$ cat config.mk
export PLATFORM = sky130hd
export DESIGN_NAME = glyph_feed_top
export DESIGN_NICKNAME = d
export VERILOG_FILES = /design/src/rtl/glyph_feed_pkg.sv /design/src/rtl/glyph_slot_decode.sv /design/src/rtl/glyph_cp_bank.sv /design/src/rtl/glyph_msg_rotator.sv /design/src/rtl/glyph_feed_top.sv
export SDC_FILE = /design/constraint.sdc
export NUM_CORES = 1
export LEC_CHECK = 0
export ABC_AREA = 1
export BUFFER_PORTS_ARGS = -buffer_cell sky130_fd_sc_hd__clkbuf_2
export CAP_MARGIN = 0
export CORE_ASPECT_RATIO = 1.2
export CORE_MARGIN = 2
export CORE_UTILIZATION = 53
export CTS_CLUSTER_DIAMETER = 150
export DETAILED_ROUTE_END_ITERATION = 10
export PLACE_DENSITY = 0.79
export SLEW_MARGIN = 20
export SYNTH_ARGS = -nofsm -noshare
export SYNTH_HDL_FRONTEND = slang
export SYNTH_SLANG_ARGS = --single-unit
$ cat constraint.sdc
create_clock -name clk -period 1.9 [get_ports clk]
set_input_delay 0.095 -clock clk [delete_from_list [all_inputs] [get_ports clk]]
set_output_delay 0.095 -clock clk [all_outputs]
set_load 0.02 [all_outputs]
$ cat src/rtl/glyph_feed_pkg.sv
package glyph_feed_pkg;

    // Lowest code point present in the font
    localparam int CP_FIRST = 'h20;

    // Font row address for one slot: glyph number times glyph height plus row
    function automatic int unsigned glyph_row_addr(
        input int unsigned cp,
        input int unsigned row,
        input int unsigned glyph_h,
        input int unsigned glyphs
    );
        int unsigned gidx;
        gidx = (cp - CP_FIRST) % glyphs;
        return gidx * glyph_h + row;
    endfunction

endpackage

$ cat src/rtl/glyph_slot_decode.sv
module glyph_slot_decode #(
    parameter int CW       = 10,
    parameter int H_ACTIVE = 640,
    parameter int SLOTS    = 8
) (
    input  logic [CW-1:0]    sx,
    output logic [SLOTS-1:0] fetch_sel,
    output logic [SLOTS-1:0] latch_sel,
    output logic [SLOTS-1:0] issue_sel
);
    // Three staggered compare points per slot
    for (genvar i = 0; i < SLOTS; i++) begin : g_slot
        localparam logic [CW-1:0] FETCH_X = CW'(H_ACTIVE + i);
        localparam logic [CW-1:0] LATCH_X = CW'(H_ACTIVE + i + 1);
        localparam logic [CW-1:0] ISSUE_X = CW'(H_ACTIVE + i + 2);
        assign fetch_sel[i] = (sx == FETCH_X);
        assign latch_sel[i] = (sx == LATCH_X);
        assign issue_sel[i] = (sx == ISSUE_X);
    end
endmodule

$ cat src/rtl/glyph_cp_bank.sv
module glyph_cp_bank #(
    parameter int SLOTS = 8,
    parameter int CP_W  = 7
) (
    input  logic                  clk,
    input  logic                  rst,
    input  logic [SLOTS-1:0]      latch_sel,
    input  logic [CP_W-1:0]       msg_rdata,
    output logic [SLOTS*CP_W-1:0] cp_flat
);
    for (genvar i = 0; i < SLOTS; i++) begin : g_cp
        logic [CP_W-1:0] cp_q;
        always_ff @(posedge clk) begin
            if (rst)
                cp_q <= '0;
            else if (latch_sel[i])
                cp_q <= msg_rdata;
        end
        assign cp_flat[i*CP_W +: CP_W] = cp_q;
    end
endmodule

$ cat src/rtl/glyph_msg_rotator.sv
module glyph_msg_rotator #(
    parameter int MSG_COUNT      = 32,
    parameter int FRAMES_PER_MSG = 80,
    localparam int IDX_W         = $clog2(MSG_COUNT),
    localparam int FC_W          = $clog2(FRAMES_PER_MSG + 1)
) (
    input  logic             clk,
    input  logic             rst,
    input  logic             frame_start,
    output logic [IDX_W-1:0] msg_idx
);
    localparam logic [FC_W-1:0]  FC_LAST  = FC_W'(FRAMES_PER_MSG - 1);
    localparam logic [IDX_W-1:0] IDX_LAST = IDX_W'(MSG_COUNT - 1);

    logic [FC_W-1:0] frame_cnt;

    always_ff @(posedge clk) begin
        if (rst) begin
            frame_cnt <= '0;
            msg_idx   <= '0;
        end else if (frame_start) begin
            if (frame_cnt == FC_LAST) begin
                frame_cnt <= '0;
                msg_idx   <= (msg_idx == IDX_LAST) ? '0 : msg_idx + 1'b1;
            end else begin
                frame_cnt <= frame_cnt + 1'b1;
            end
        end
    end

    AST_IDX_HOLD: assert property (@(posedge clk) disable iff (rst)
        !$past(frame_start) |-> $stable(msg_idx));

    AST_IDX_WRAP: assert property (@(posedge clk) disable iff (rst)
        ($past(msg_idx) == IDX_LAST && !$stable(msg_idx)) |-> msg_idx == '0);
endmodule

$ cat src/rtl/glyph_feed_top.sv
module glyph_feed_top
    import glyph_feed_pkg::*;
#(
    parameter int CW             = 10,
    parameter int H_ACTIVE       = 640,
    parameter int ROW2_Y         = 248,
    parameter int SLOTS          = 8,
    parameter int MSG_COUNT      = 32,
    parameter int MSG_LEN        = 16,
    parameter int CP_W           = 7,
    parameter int GLYPHS         = 64,
    parameter int GLYPH_H        = 8,
    parameter int FRAMES_PER_MSG = 80,
    localparam int ROW_W         = $clog2(GLYPH_H),
    localparam int MA_W          = $clog2(MSG_COUNT * MSG_LEN),
    localparam int FA_W          = $clog2(GLYPHS * GLYPH_H),
    localparam int IDX_W         = $clog2(MSG_COUNT)
) (
    input  logic                   clk,
    input  logic                   rst,
    input  logic [CW-1:0]          sx,
    input  logic [CW-1:0]          sy,
    input  logic [SLOTS*ROW_W-1:0] row_idx,
    input  logic [CP_W-1:0]        msg_rdata,
    output logic [MA_W-1:0]        msg_addr,
    output logic [FA_W-1:0]        font_addr,
    output logic [SLOTS-1:0]       slot_strobe,
    output logic [IDX_W-1:0]       msg_idx
);
    localparam logic [CW-1:0] ROW2_Y_C = CW'(ROW2_Y);

    logic [SLOTS-1:0]      fetch_sel, latch_sel, issue_sel;
    logic [SLOTS*CP_W-1:0] cp_flat;
    logic                  frame_start;
    logic                  lower_row;
    logic [MA_W-1:0]       msg_base;

    glyph_slot_decode #(
        .CW(CW), .H_ACTIVE(H_ACTIVE), .SLOTS(SLOTS)
    ) u_decode (
        .sx(sx), .fetch_sel(fetch_sel), .latch_sel(latch_sel), .issue_sel(issue_sel)
    );

    glyph_cp_bank #(
        .SLOTS(SLOTS), .CP_W(CP_W)
    ) u_cp (
        .clk(clk), .rst(rst), .latch_sel(latch_sel), .msg_rdata(msg_rdata), .cp_flat(cp_flat)
    );

    assign frame_start = (sx == '0) && (sy == '0);

    glyph_msg_rotator #(
        .MSG_COUNT(MSG_COUNT), .FRAMES_PER_MSG(FRAMES_PER_MSG)
    ) u_rot (
        .clk(clk), .rst(rst), .frame_start(frame_start), .msg_idx(msg_idx)
    );

    assign lower_row = (sy >= ROW2_Y_C);
    assign msg_base  = MA_W'(msg_idx) * MA_W'(MSG_LEN);

    // Message memory address: one slot per cycle, 0 when idle
    always_comb begin
        msg_addr = '0;
        for (int i = 0; i < SLOTS; i++) begin
            if (fetch_sel[i])
                msg_addr = msg_base + MA_W'(i) + (lower_row ? MA_W'(SLOTS) : '0);
        end
    end

    // Font memory address: held code point plus the sprite's current row
    always_comb begin
        font_addr = '0;
        for (int i = 0; i < SLOTS; i++) begin
            if (issue_sel[i])
                font_addr = FA_W'(glyph_row_addr(
                    int'(cp_flat[i*CP_W +: CP_W]),
                    int'(row_idx[i*ROW_W +: ROW_W]),
                    GLYPH_H, GLYPHS));
        end
    end

    assign slot_strobe = issue_sel;

    AST_ONE_STROBE: assert property (@(posedge clk) disable iff (rst)
        $onehot0(slot_strobe));

    AST_FONT_IDLE: assert property (@(posedge clk) disable iff (rst)
        (slot_strobe == '0) |-> (font_addr == '0));

    AST_MSG_IDLE: assert property (@(posedge clk) disable iff (rst)
        (fetch_sel == '0) |-> (msg_addr == '0));

    AST_STROBE_AFTER_LATCH: assert property (@(posedge clk) disable iff (rst)
        (latch_sel[0] && sx != '1) |-> (slot_strobe == '0));
endmodule

==> impl_metrics.env, run 1 <==
export IMPL_fin_tns_setup_ns=0
export IMPL_period_needed_ns=1.737
export IMPL_netlist_area_um2=3191
export IMPL_synthTopCellsByCount="nand2_1, nor2_1, dfxtp_1, inv_1, nand3_1"
export IMPL_cts_tree="built"
export IMPL_gr_usage_all_layers_pct=26.14
export IMPL_synth_seq_cells=60
export IMPL_fin_nets=618
export IMPL_power_leakage_nw=1.846
export IMPL_end_kind="output port"
export IMPL_swShare_pct=21.78
export IMPL_status="finished clean"
export IMPL_io_buffers=82
export IMPL_vdd_ir_drop_max_mv=0.5716
export IMPL_power_density_nw_per_um2=645.0
export IMPL_die_area_um2=6659
export IMPL_slew_viol_final=0
export IMPL_arrival_ns=1.64
export IMPL_cts_buffers=9
export IMPL_num_io_pins=84
export IMPL_final_instance_count_excl_fill=646
export IMPL_yosysTopAreaCell="dfxtp_1"
export IMPL_placed_cells=631
export IMPL_avgViaCountPerCell=5.259
export IMPL_synthTopCellsByArea="dfxtp_1, nand2_1, nor2_1"
export IMPL_synth_ff_type="dfxtp_1"
export IMPL_clockBufferDepth=2
export IMPL_worstPathRequired_ns=1.80
export IMPL_fin_skew_ns=0.01091
export IMPL_clock_latency_ns=0.33
export IMPL_grt_max_degree=44
export IMPL_rsz0062_at_grt="no"
export IMPL_place_congestion=0.9339
export IMPL_die_w_um=74.83
export IMPL_antenna_found_initial=0
export IMPL_rows=30
export IMPL_grt_pass1_vias=3084
export IMPL_num_antenna_cells=0
export IMPL_detail_route_antenna_nets=0
export IMPL_dp_hpwl_mm=6.437
export IMPL_p_sw_uw=567.3
export IMPL_yosysUniqueCellTypes=34
export IMPL_yosysSeqAreaShare_pct=37.65
export IMPL_p_clk_share_pct=44.9
export IMPL_cts_sinks=60
export IMPL_start_kind="input port"
export IMPL_wl_mm=8.472
export IMPL_grt_ovfl_total=0
export IMPL_hold_viol_final=0
export IMPL_crit_type="input port to output port"
export IMPL_cp_max_fo=6
export IMPL_drive_gt1_share_pct=25.97
export IMPL_setup_viol=0
export IMPL_max_freq_mhz=575.9
export IMPL_netlist_area_leader_share_pct=37.65
export IMPL_maxSlewHeadroom_pct=46.57
export IMPL_wl_per_cell_um=13.11
export IMPL_syn_to_final_growth_pct=26.59
export IMPL_postCtsSetupBuffers=0
export IMPL_yosysWarnings=0
export IMPL_htree_levels=3
export IMPL_grt_pass1_wl_mm=13.40
export IMPL_synthArstFlopShare_pct=0
export IMPL_synth_most_common_cell="nand2_1"
export IMPL_min_path_type="input port to flip-flop"
export IMPL_clkSlewWorstSetupHoldPaths_ns=0.06
export IMPL_total_power_mw=2.605
export IMPL_syn_inst=457
export IMPL_vias=3397
export IMPL_cap_violations=0
export IMPL_combPwrFrac_pct=6.7
export IMPL_core_area_um2=5743
export IMPL_final_period_utilization_pct=91.40
export IMPL_drc=0
export IMPL_initial_core_util_pct=55.56
export IMPL_drtPass1Iterations=4
export IMPL_tightest_slew_ns=0.8014
export IMPL_die_h_um=88.99
export IMPL_synth_edff_count=0
export IMPL_synth_nets=513
export IMPL_p_int_mw=2.038
export IMPL_seqPwrFrac_pct=48.4
export IMPL_avgSynthCellArea_um2=6.982
export IMPL_ctsRootBufferMaster="clkbuf_8"
export IMPL_initialDrtViolationCount=151
[final cells by class]
cell class | count | area [µm²]
Clock inverter | 1 | 30.03
Clock buffer | 14 | 172.7
Inverter | 59 | 221.5
Timing Repair Buffer | 109 | 613.1
Sequential cell | 60 | 1201
Tap cell | 80 | 100.1
Multi-Input combinational cell | 323 | 1700
Fill cell | 508 | 1704
[logic make-up after synthesis]
family	synth area share, %
simple gates	29.77
compound gates	21.22
buf+inv	9.372
flops	37.65
xor+xnor	0.8237
fa+ha+maj	1.177
[power groups by stage]
stage / sequential, mW / combinational (mW) / clock [mW]
after floorplan: 1.29 / 0.0770 / 0
after global placement: 1.29 / 0.170 / 0
after detailed placement: 1.29 / 0.171 / 0
after CTS: 1.26 / 0.173 / 1.19
after global routing: 1.26 / 0.192 / 1.24
final: 1.26 / 0.175 / 1.17
[final timing paths]
check | startpoint | end | slack (ns) | cells after the start
setup / recovery | sx[3] | font_addr[5] | 0.16 | 12
hold / removal | msg_rdata[0] | u_cp.g_cp[0].cp_q[0]$_SDFFE_PP0P_ | 0.05 | 3
setup reg to reg | u_rot.frame_cnt[0]$_SDFFE_PP0P_ | u_rot.msg_idx[0]$_SDFFE_PP0P_ | 0.23 | 8
hold reg to reg | u_cp.g_cp[0].cp_q[0]$_SDFFE_PP0P_ | u_cp.g_cp[0].cp_q[0]$_SDFFE_PP0P_ | 0.46 | 2
[what timing repair did]
item,in CTS,in global routing
endpoints found under the hold margin,0,0
hold buffers,0,0
gates resized for setup,0,4
endpoints found under the setup margin,0,7
[worst max-delay path, cell delays in order]
cell and delay (ns):
clkbuf_2 0.12, nor2_1 0.24, nand3_1 0.16, nor2_2 0.20
buf_4 0.18, nand2_1 0.05, o21ai_0 0.09, nor2_1 0.08
nand3_1 0.09, o21ai_0 0.09, nand3_1 0.08, clkbuf_2 0.16
[placed cells by master, fill, tap and decap left out, drive strengths merged]
| cell type | count |
|---|---|
| o2111ai | 2 |
| nand3 | 36 |
| clkinv | 2 |
| o21ai | 22 |
| o211ai | 1 |
| bufinv | 1 |
| ha | 3 |
| nor3 | 10 |
| or2 | 4 |
| buf | 27 |
| nand2 | 72 |
| a21oi | 32 |
| a311oi | 1 |
| a211oi | 29 |
| inv | 57 |
| nand4 | 5 |
| o21bai | 19 |
| xor2 | 3 |
| clkbuf | 96 |
| nor2 | 77 |
| o22ai | 2 |
| nor4 | 5 |
| dfxtp | 60 |
[state kept, by name, summed over array words and instances, names as in the netlist]
signal,count
u_rot.msg_idx,5
u_cp.g_cp.cp_q,48
u_rot.frame_cnt,7
[metrics by stage]
step                      setup slack, ns  util (%)  instance area, µm²  hold slack, ns
after global routing              0.01117     70.33                4039         0.04246
after CTS                         0.09267     70.15                4029         0.02602
after detailed placement          0.09648     66.62                3826          0.3772
after global placement             0.1506     66.62                3826          0.3779
after floorplan                    0.3052         -                3191          0.2709
final                              0.1635     70.33                4039         0.04538
[layer usage]
metal  routed length, µm  vias up  GRT usage [%]  share of wire (%)
li1                    -     1745              -                  -
met1                3575     1534          32.72                 42
met2                4231       98          43.78                 50
met3                 481       20          4.397                5.7
met4                 183        0          11.69                2.2
met5                   0        -              0                  0
(Power assumes the default switching activity.)
==> run 2, diff against run 1 <==
Settings changed: CORE_UTILIZATION 53 to 50, HOLD_SLACK_MARGIN set to 0.08, PLACE_DENSITY 0.79 to 0.75.
==> impl_metrics.env, run 2 (synthesis gave the netlist of run 1 again) <==
export IMPL_status="finished clean"
export IMPL_wl_mm=8.274
export IMPL_core_area_um2=6090
export IMPL_power_leakage_nw=1.865
export IMPL_end_kind="output port"
export IMPL_grt_max_degree=29
export IMPL_cts_buffers=9
export IMPL_use_met1_pct=29.01
export IMPL_drive_gt1_share_pct=26.14
export IMPL_vdd_ir_drop_max_mv=0.7810
export IMPL_postCtsSetupBuffers=0
export IMPL_regToRegStartpoint="u_rot.frame_cnt[0]$_SDFFE_PP0P_"
export IMPL_p_int_mw=2.014
export IMPL_cts_sinks=60
export IMPL_power_density_nw_per_um2=639.0
export IMPL_placed_cells=632
export IMPL_initial_core_util_pct=52.39
export IMPL_num_io_pins=84
export IMPL_ctsRootBufferMaster="clkbuf_8"
export IMPL_swShare_pct=23.46
export IMPL_grt_pass1_wl_mm=14.18
export IMPL_final_instance_count_excl_fill=652
export IMPL_combPwrFrac_pct=6.9
export IMPL_place_congestion=0.9126
export IMPL_clockBufferDepth=2
export IMPL_slew_viol_final=0
export IMPL_dpl_instance_area_um2=3859
export IMPL_rows=31
export IMPL_cp_max_fo=8
export IMPL_r2r_setup_slack_ns=0.31
export IMPL_avgViaCountPerCell=5.078
export IMPL_wl_per_cell_um=12.69
export IMPL_maxSlewHeadroom_pct=69.60
export IMPL_crit_family="simple AND/OR/NAND/NOR gates"
export IMPL_fin_tns_setup_ns=0
export IMPL_fin_nets=621
export IMPL_p_clk_share_pct=45.3
export IMPL_multi_input_area_um2=1700
export IMPL_gr_usage_all_layers_pct=24.58
export IMPL_regMostFlops="u_cp.g_cp.cp_q"
export IMPL_initialDrtViolationCount=125
export IMPL_path_buf_inv=3
export IMPL_clkSlewWorstSetupHoldPaths_ns=0.07
export IMPL_drc=0
export IMPL_start_kind="input port"
export IMPL_final_cell_mix="clkbuf_2, nand2_1, nor2_1"
export IMPL_seqPwrFrac_pct=47.8
export IMPL_whs_ns=0.09582
export IMPL_die_area_um2=7039
export IMPL_cap_violations=0
export IMPL_largest_reg_flops=48
export IMPL_tightest_slew_ns=0.4560
export IMPL_worstPathRequired_ns=1.80
export IMPL_io_buffers=82
export IMPL_postLayoutCoreUtil_pct=67.64
export IMPL_rsz0062_at_grt="no"
export IMPL_antenna_found_initial=0
export IMPL_use_met2_pct=43.93
export IMPL_fin_skew_ns=0.004652
export IMPL_die_h_um=91.51
export IMPL_p_sw_uw=617.5
export IMPL_largestRegisters="u_cp.g_cp.cp_q x48, u_rot.frame_cnt x7, u_rot.msg_idx x5"
export IMPL_final_period_utilization_pct=88.63
export IMPL_max_freq_mhz=593.9
export IMPL_detail_route_antenna_nets=0
export IMPL_ff_latch_area_um2=1201
export IMPL_hold_viol_final=0
export IMPL_crit_type="input port to output port"
export IMPL_fin_area_um2=4119
export IMPL_cts_tree="built"
export IMPL_syn_to_final_growth_pct=29.10
export IMPL_setup_viol=0
export IMPL_grt_pass1_vias=3213
export IMPL_num_antenna_cells=0
export IMPL_grtUsageMet3_pct=3.678
export IMPL_dp_hpwl_mm=6.306
export IMPL_fillCellCount=532
export IMPL_final_common_cell="clkbuf_2"
export IMPL_startpoint="sx[5]"
export IMPL_cp_slowest_cell="nor2_2"
export IMPL_slowest_delay_ns=0.26
export IMPL_arrival_ns=1.59
export IMPL_busiest_layer="met2"
export IMPL_clock_latency_ns=0.33
export IMPL_drtPass1Iterations=4
export IMPL_die_w_um=76.92
export IMPL_grt_ovfl_total=0
export IMPL_htree_levels=3
export IMPL_hold_start="msg_rdata[5]"
export IMPL_period_needed_ns=1.684
export IMPL_cp_cell_sequence="clkbuf_2, nor2_2, nand3_4, nor2_2, inv_2, o21ai_0, nor2_1, nand3_1, o21ai_0, nand3_1, clkbuf_2"
export IMPL_min_path_type="input port to flip-flop"
export IMPL_vias=3311
==> run 2: changes by cell type in the layout (fill, tap and decap cells not counted), sizes merged <==
cell and delta:
inv +1, clkinv +1, buf -1, clkinvlp +2, dlygate4sd3 +4, clkbuf -3
==> run 2: power groups by stage <==
stage / clock network [mW] / registers (mW) / logic, mW
after CTS: 1.21 / 1.26 / 0.180
after global placement: 0 / 1.29 / 0.170
final: 1.19 / 1.26 / 0.182
after detailed placement: 0 / 1.29 / 0.172
after global routing: 1.25 / 1.26 / 0.200
after floorplan: 0 / 1.29 / 0.0770
==> run 2: metal layers <==
layer / vias to the layer above / share of wire [%]
li1: 1747 / -
met1: 1477 / 44
met2: 75 / 50
met3: 12 / 4.0
met4: 0 / 1.8
met5: - / 0
==> run 2: metrics by stage <==
step                setup WS, ns  total power, mW
detailed placement        0.1339            1.460
floorplan                 0.3052            1.364
global route             0.01970            2.713
CTS                       0.1312            2.648
finish                    0.2161            2.632
global placement          0.1321            1.458
==> run 2: final timing paths <==
path | to | cells after the start
max | font_addr[5] | 11
min | u_cp.g_cp[0].cp_q[5]$_SDFFE_PP0P_ | 3
max reg2reg | u_rot.msg_idx[2]$_SDFFE_PP0P_ | 8
min reg2reg | u_cp.g_cp[0].cp_q[3]$_SDFFE_PP0P_ | 2
==> run 2: cell type report <==
type,instances,share of cell area [%]
Multi-Input combinational cell,323,41.28
Sequential cell,60,29.16
Timing Repair Buffer,112,16.59
Inverter,59,5.377
Clock buffer,11,3.676
Tap cell,82,2.491
Clock inverter,5,1.428
==> run 2: worst reg2reg max path: cells and delay by family, from the launching register on <==
| family | cells | cell delay [ns] |
|---|---|---|
| AO/OA/AOI/OAI | 1 | 0.06 |
| flip-flops | 1 | 0.37 |
| AND/OR/NAND/NOR | 4 | 0.58 |
| adder cells (fa/ha/maj) | 1 | 0.21 |
| buffers and inverters | 2 | 0.25 |
==> run 2: what timing repair did <==
| item | 4_1_cts | 5_1_grt |
|---|---|---|
| hold endpoints to repair | 4 | 0 |
| hold buffers | 4 | 0 |
| gates resized for setup | 0 | 3 |
| setup endpoints to repair | 0 | 7 |
==> run 3, diff against run 2 <==
Settings changed: RECOVER_POWER set to 100.
==> impl_metrics.env, run 3 (synthesis gave the netlist of run 1 again) <==
export IMPL_syn_to_final_growth_pct=27.18
export IMPL_num_io_pins=84
export IMPL_largest_reg_flops=48
export IMPL_die_w_um=76.92
export IMPL_crit_type="input port to output port"
export IMPL_setup_viol=0
export IMPL_cts_buffers=9
export IMPL_htree_levels=3
export IMPL_cap_violations=0
export IMPL_vias=3293
export IMPL_drive_gt1_share_pct=20.88
export IMPL_fin_tns_setup_ns=0
export IMPL_slew_viol_final=0
export IMPL_top_layer="met4"
export IMPL_rows=31
export IMPL_cp_slowest_cell="nor2_2"
export IMPL_wl_met3_um=327
export IMPL_drc=0
export IMPL_ctsRootBufferMaster="clkbuf_8"
export IMPL_total_power_mw=2.634
export IMPL_cts_tree="built"
export IMPL_cp_cell_sequence="clkbuf_2, nor2_2, nand3_4, nor2_2, inv_2, nand2_1, a311oi_1, clkbuf_2, nor2_1, clkbuf_1"
export IMPL_crit_family="simple AND/OR/NAND/NOR gates"
export IMPL_dp_slack_ns=0.1339
export IMPL_whs_ns=0.09646
export IMPL_rsz0062_at_grt="no"
export IMPL_final_common_cell="nand2_1"
export IMPL_grt_pass1_vias=3213
export IMPL_die_h_um=91.51
export IMPL_startpoint="sx[5]"
export IMPL_avgViaCountPerCell=5.051
export IMPL_slowest_delay_ns=0.25
export IMPL_fin_ws_ns=0.1633
export IMPL_dp_hpwl_mm=6.306
export IMPL_fin_nets=621
export IMPL_clockBufferDepth=2
export IMPL_cp_max_fo=8
export IMPL_final_period_utilization_pct=91.41
export IMPL_hold_viol_final=0
export IMPL_detail_route_antenna_nets=0
export IMPL_core_area_um2=6090
export IMPL_min_path_type="input port to flip-flop"
export IMPL_wl_per_cell_um=12.74
export IMPL_wl_mm=8.305
export IMPL_worstPathRequired_ns=1.80
export IMPL_largestRegisters="u_cp.g_cp.cp_q x48, u_rot.frame_cnt x7, u_rot.msg_idx x5"
export IMPL_status="finished clean"
export IMPL_max_freq_mhz=575.8
export IMPL_drtPass1Iterations=4
export IMPL_power_leakage_nw=1.783
export IMPL_wl_met2_mm=4.161
export IMPL_placed_cells=632
export IMPL_fin_skew_ns=0.006232
export IMPL_regToRegStartpoint="u_rot.frame_cnt[0]$_SDFFE_PP0P_"
export IMPL_power_density_nw_per_um2=649.0
export IMPL_place_congestion=0.9126
export IMPL_clock_latency_ns=0.33
export IMPL_antenna_found_initial=0
export IMPL_gr_usage_all_layers_pct=24.58
export IMPL_grt_pass1_wl_mm=14.18
export IMPL_final_instance_count_excl_fill=652
export IMPL_postCtsSetupBuffers=0
export IMPL_period_needed_ns=1.737
export IMPL_r2r_setup_slack_ns=0.22
export IMPL_tightest_slew_ns=0.5486
export IMPL_cts_sinks=60
export IMPL_hold_start="msg_rdata[5]"
export IMPL_initial_core_util_pct=52.39
export IMPL_arrival_ns=1.64
export IMPL_vdd_ir_drop_max_mv=0.7817
export IMPL_regMostFlops="u_cp.g_cp.cp_q"
export IMPL_grt_ovfl_total=0
export IMPL_final_cell_mix="nand2_1, nor2_1, clkbuf_2"
export IMPL_path_buf_inv=4
export IMPL_start_kind="input port"
export IMPL_clkSlewWorstSetupHoldPaths_ns=0.07
export IMPL_wl_met1_mm=3.692
export IMPL_num_antenna_cells=0
export IMPL_grt_max_degree=29
export IMPL_die_area_um2=7039
export IMPL_initialDrtViolationCount=151
export IMPL_io_buffers=82
export IMPL_maxSlewHeadroom_pct=63.43
export IMPL_end_kind="output port"
## run 3: metal layers
layer | vias up | GRT usage (%)
li1 | 1751 | -
met1 | 1460 | 29.01
met2 | 72 | 43.93
met3 | 10 | 3.678
met4 | 0 | 10.30
met5 | - | 0
## run 3: path summary, 6_finish.rpt
check / endpoint / depth (start not counted)
min: u_cp.g_cp[0].cp_q[5]$_SDFFE_PP0P_ / 3
min reg2reg: u_cp.g_cp[0].cp_q[3]$_SDFFE_PP0P_ / 2
max: msg_addr[6] / 10
max reg2reg: u_rot.msg_idx[0]$_SDFFE_PP0P_ / 8
## run 3: area by class of cell
cell class / instances / area [µm²]
Clock buffer: 11 / 151.4
Clock inverter: 5 / 58.81
Fill cell: 554 / 2032
Inverter: 59 / 221.5
Multi-Input combinational cell: 323 / 1685
Sequential cell: 60 / 1201
Tap cell: 82 / 102.6
Timing Repair Buffer: 112 / 636.9
## run 3: stage by stage
stage / area (µm²) / utilization [%]
final: 4058 / 66.63
after global routing: 4058 / 66.63
after CTS: 4109 / 67.47
after detailed placement: 3859 / 63.37
after global placement: 3859 / 63.37
after floorplan: 3191 / -
## run 3: timing repair
| action | 4_1_cts | 5_1_grt |
|---|---|---|
| endpoints found under the setup margin | 0 | 7 |
| endpoints found under the hold margin | 4 | 0 |
| hold buffers | 4 | 0 |
| gates resized for setup | 0 | 3 |
## run 3: power breakdown
group	internal (mW)	leakage (nW)	switching, mW	total [mW]
combinational	0.0765	1.20	0.104	0.180
clock	0.679	0.102	0.515	1.19
sequential	1.26	0.483	0.000556	1.26
## run 3: worst reg2reg max path: cells and delay by family, from the launching register on
kind	cells	cell delay [ns]
buffers and inverters	2	0.27
AND/OR/NAND/NOR	4	0.66
AO/OA/AOI/OAI	1	0.06
adder cells (fa/ha/maj)	1	0.20
flip-flops	1	0.37
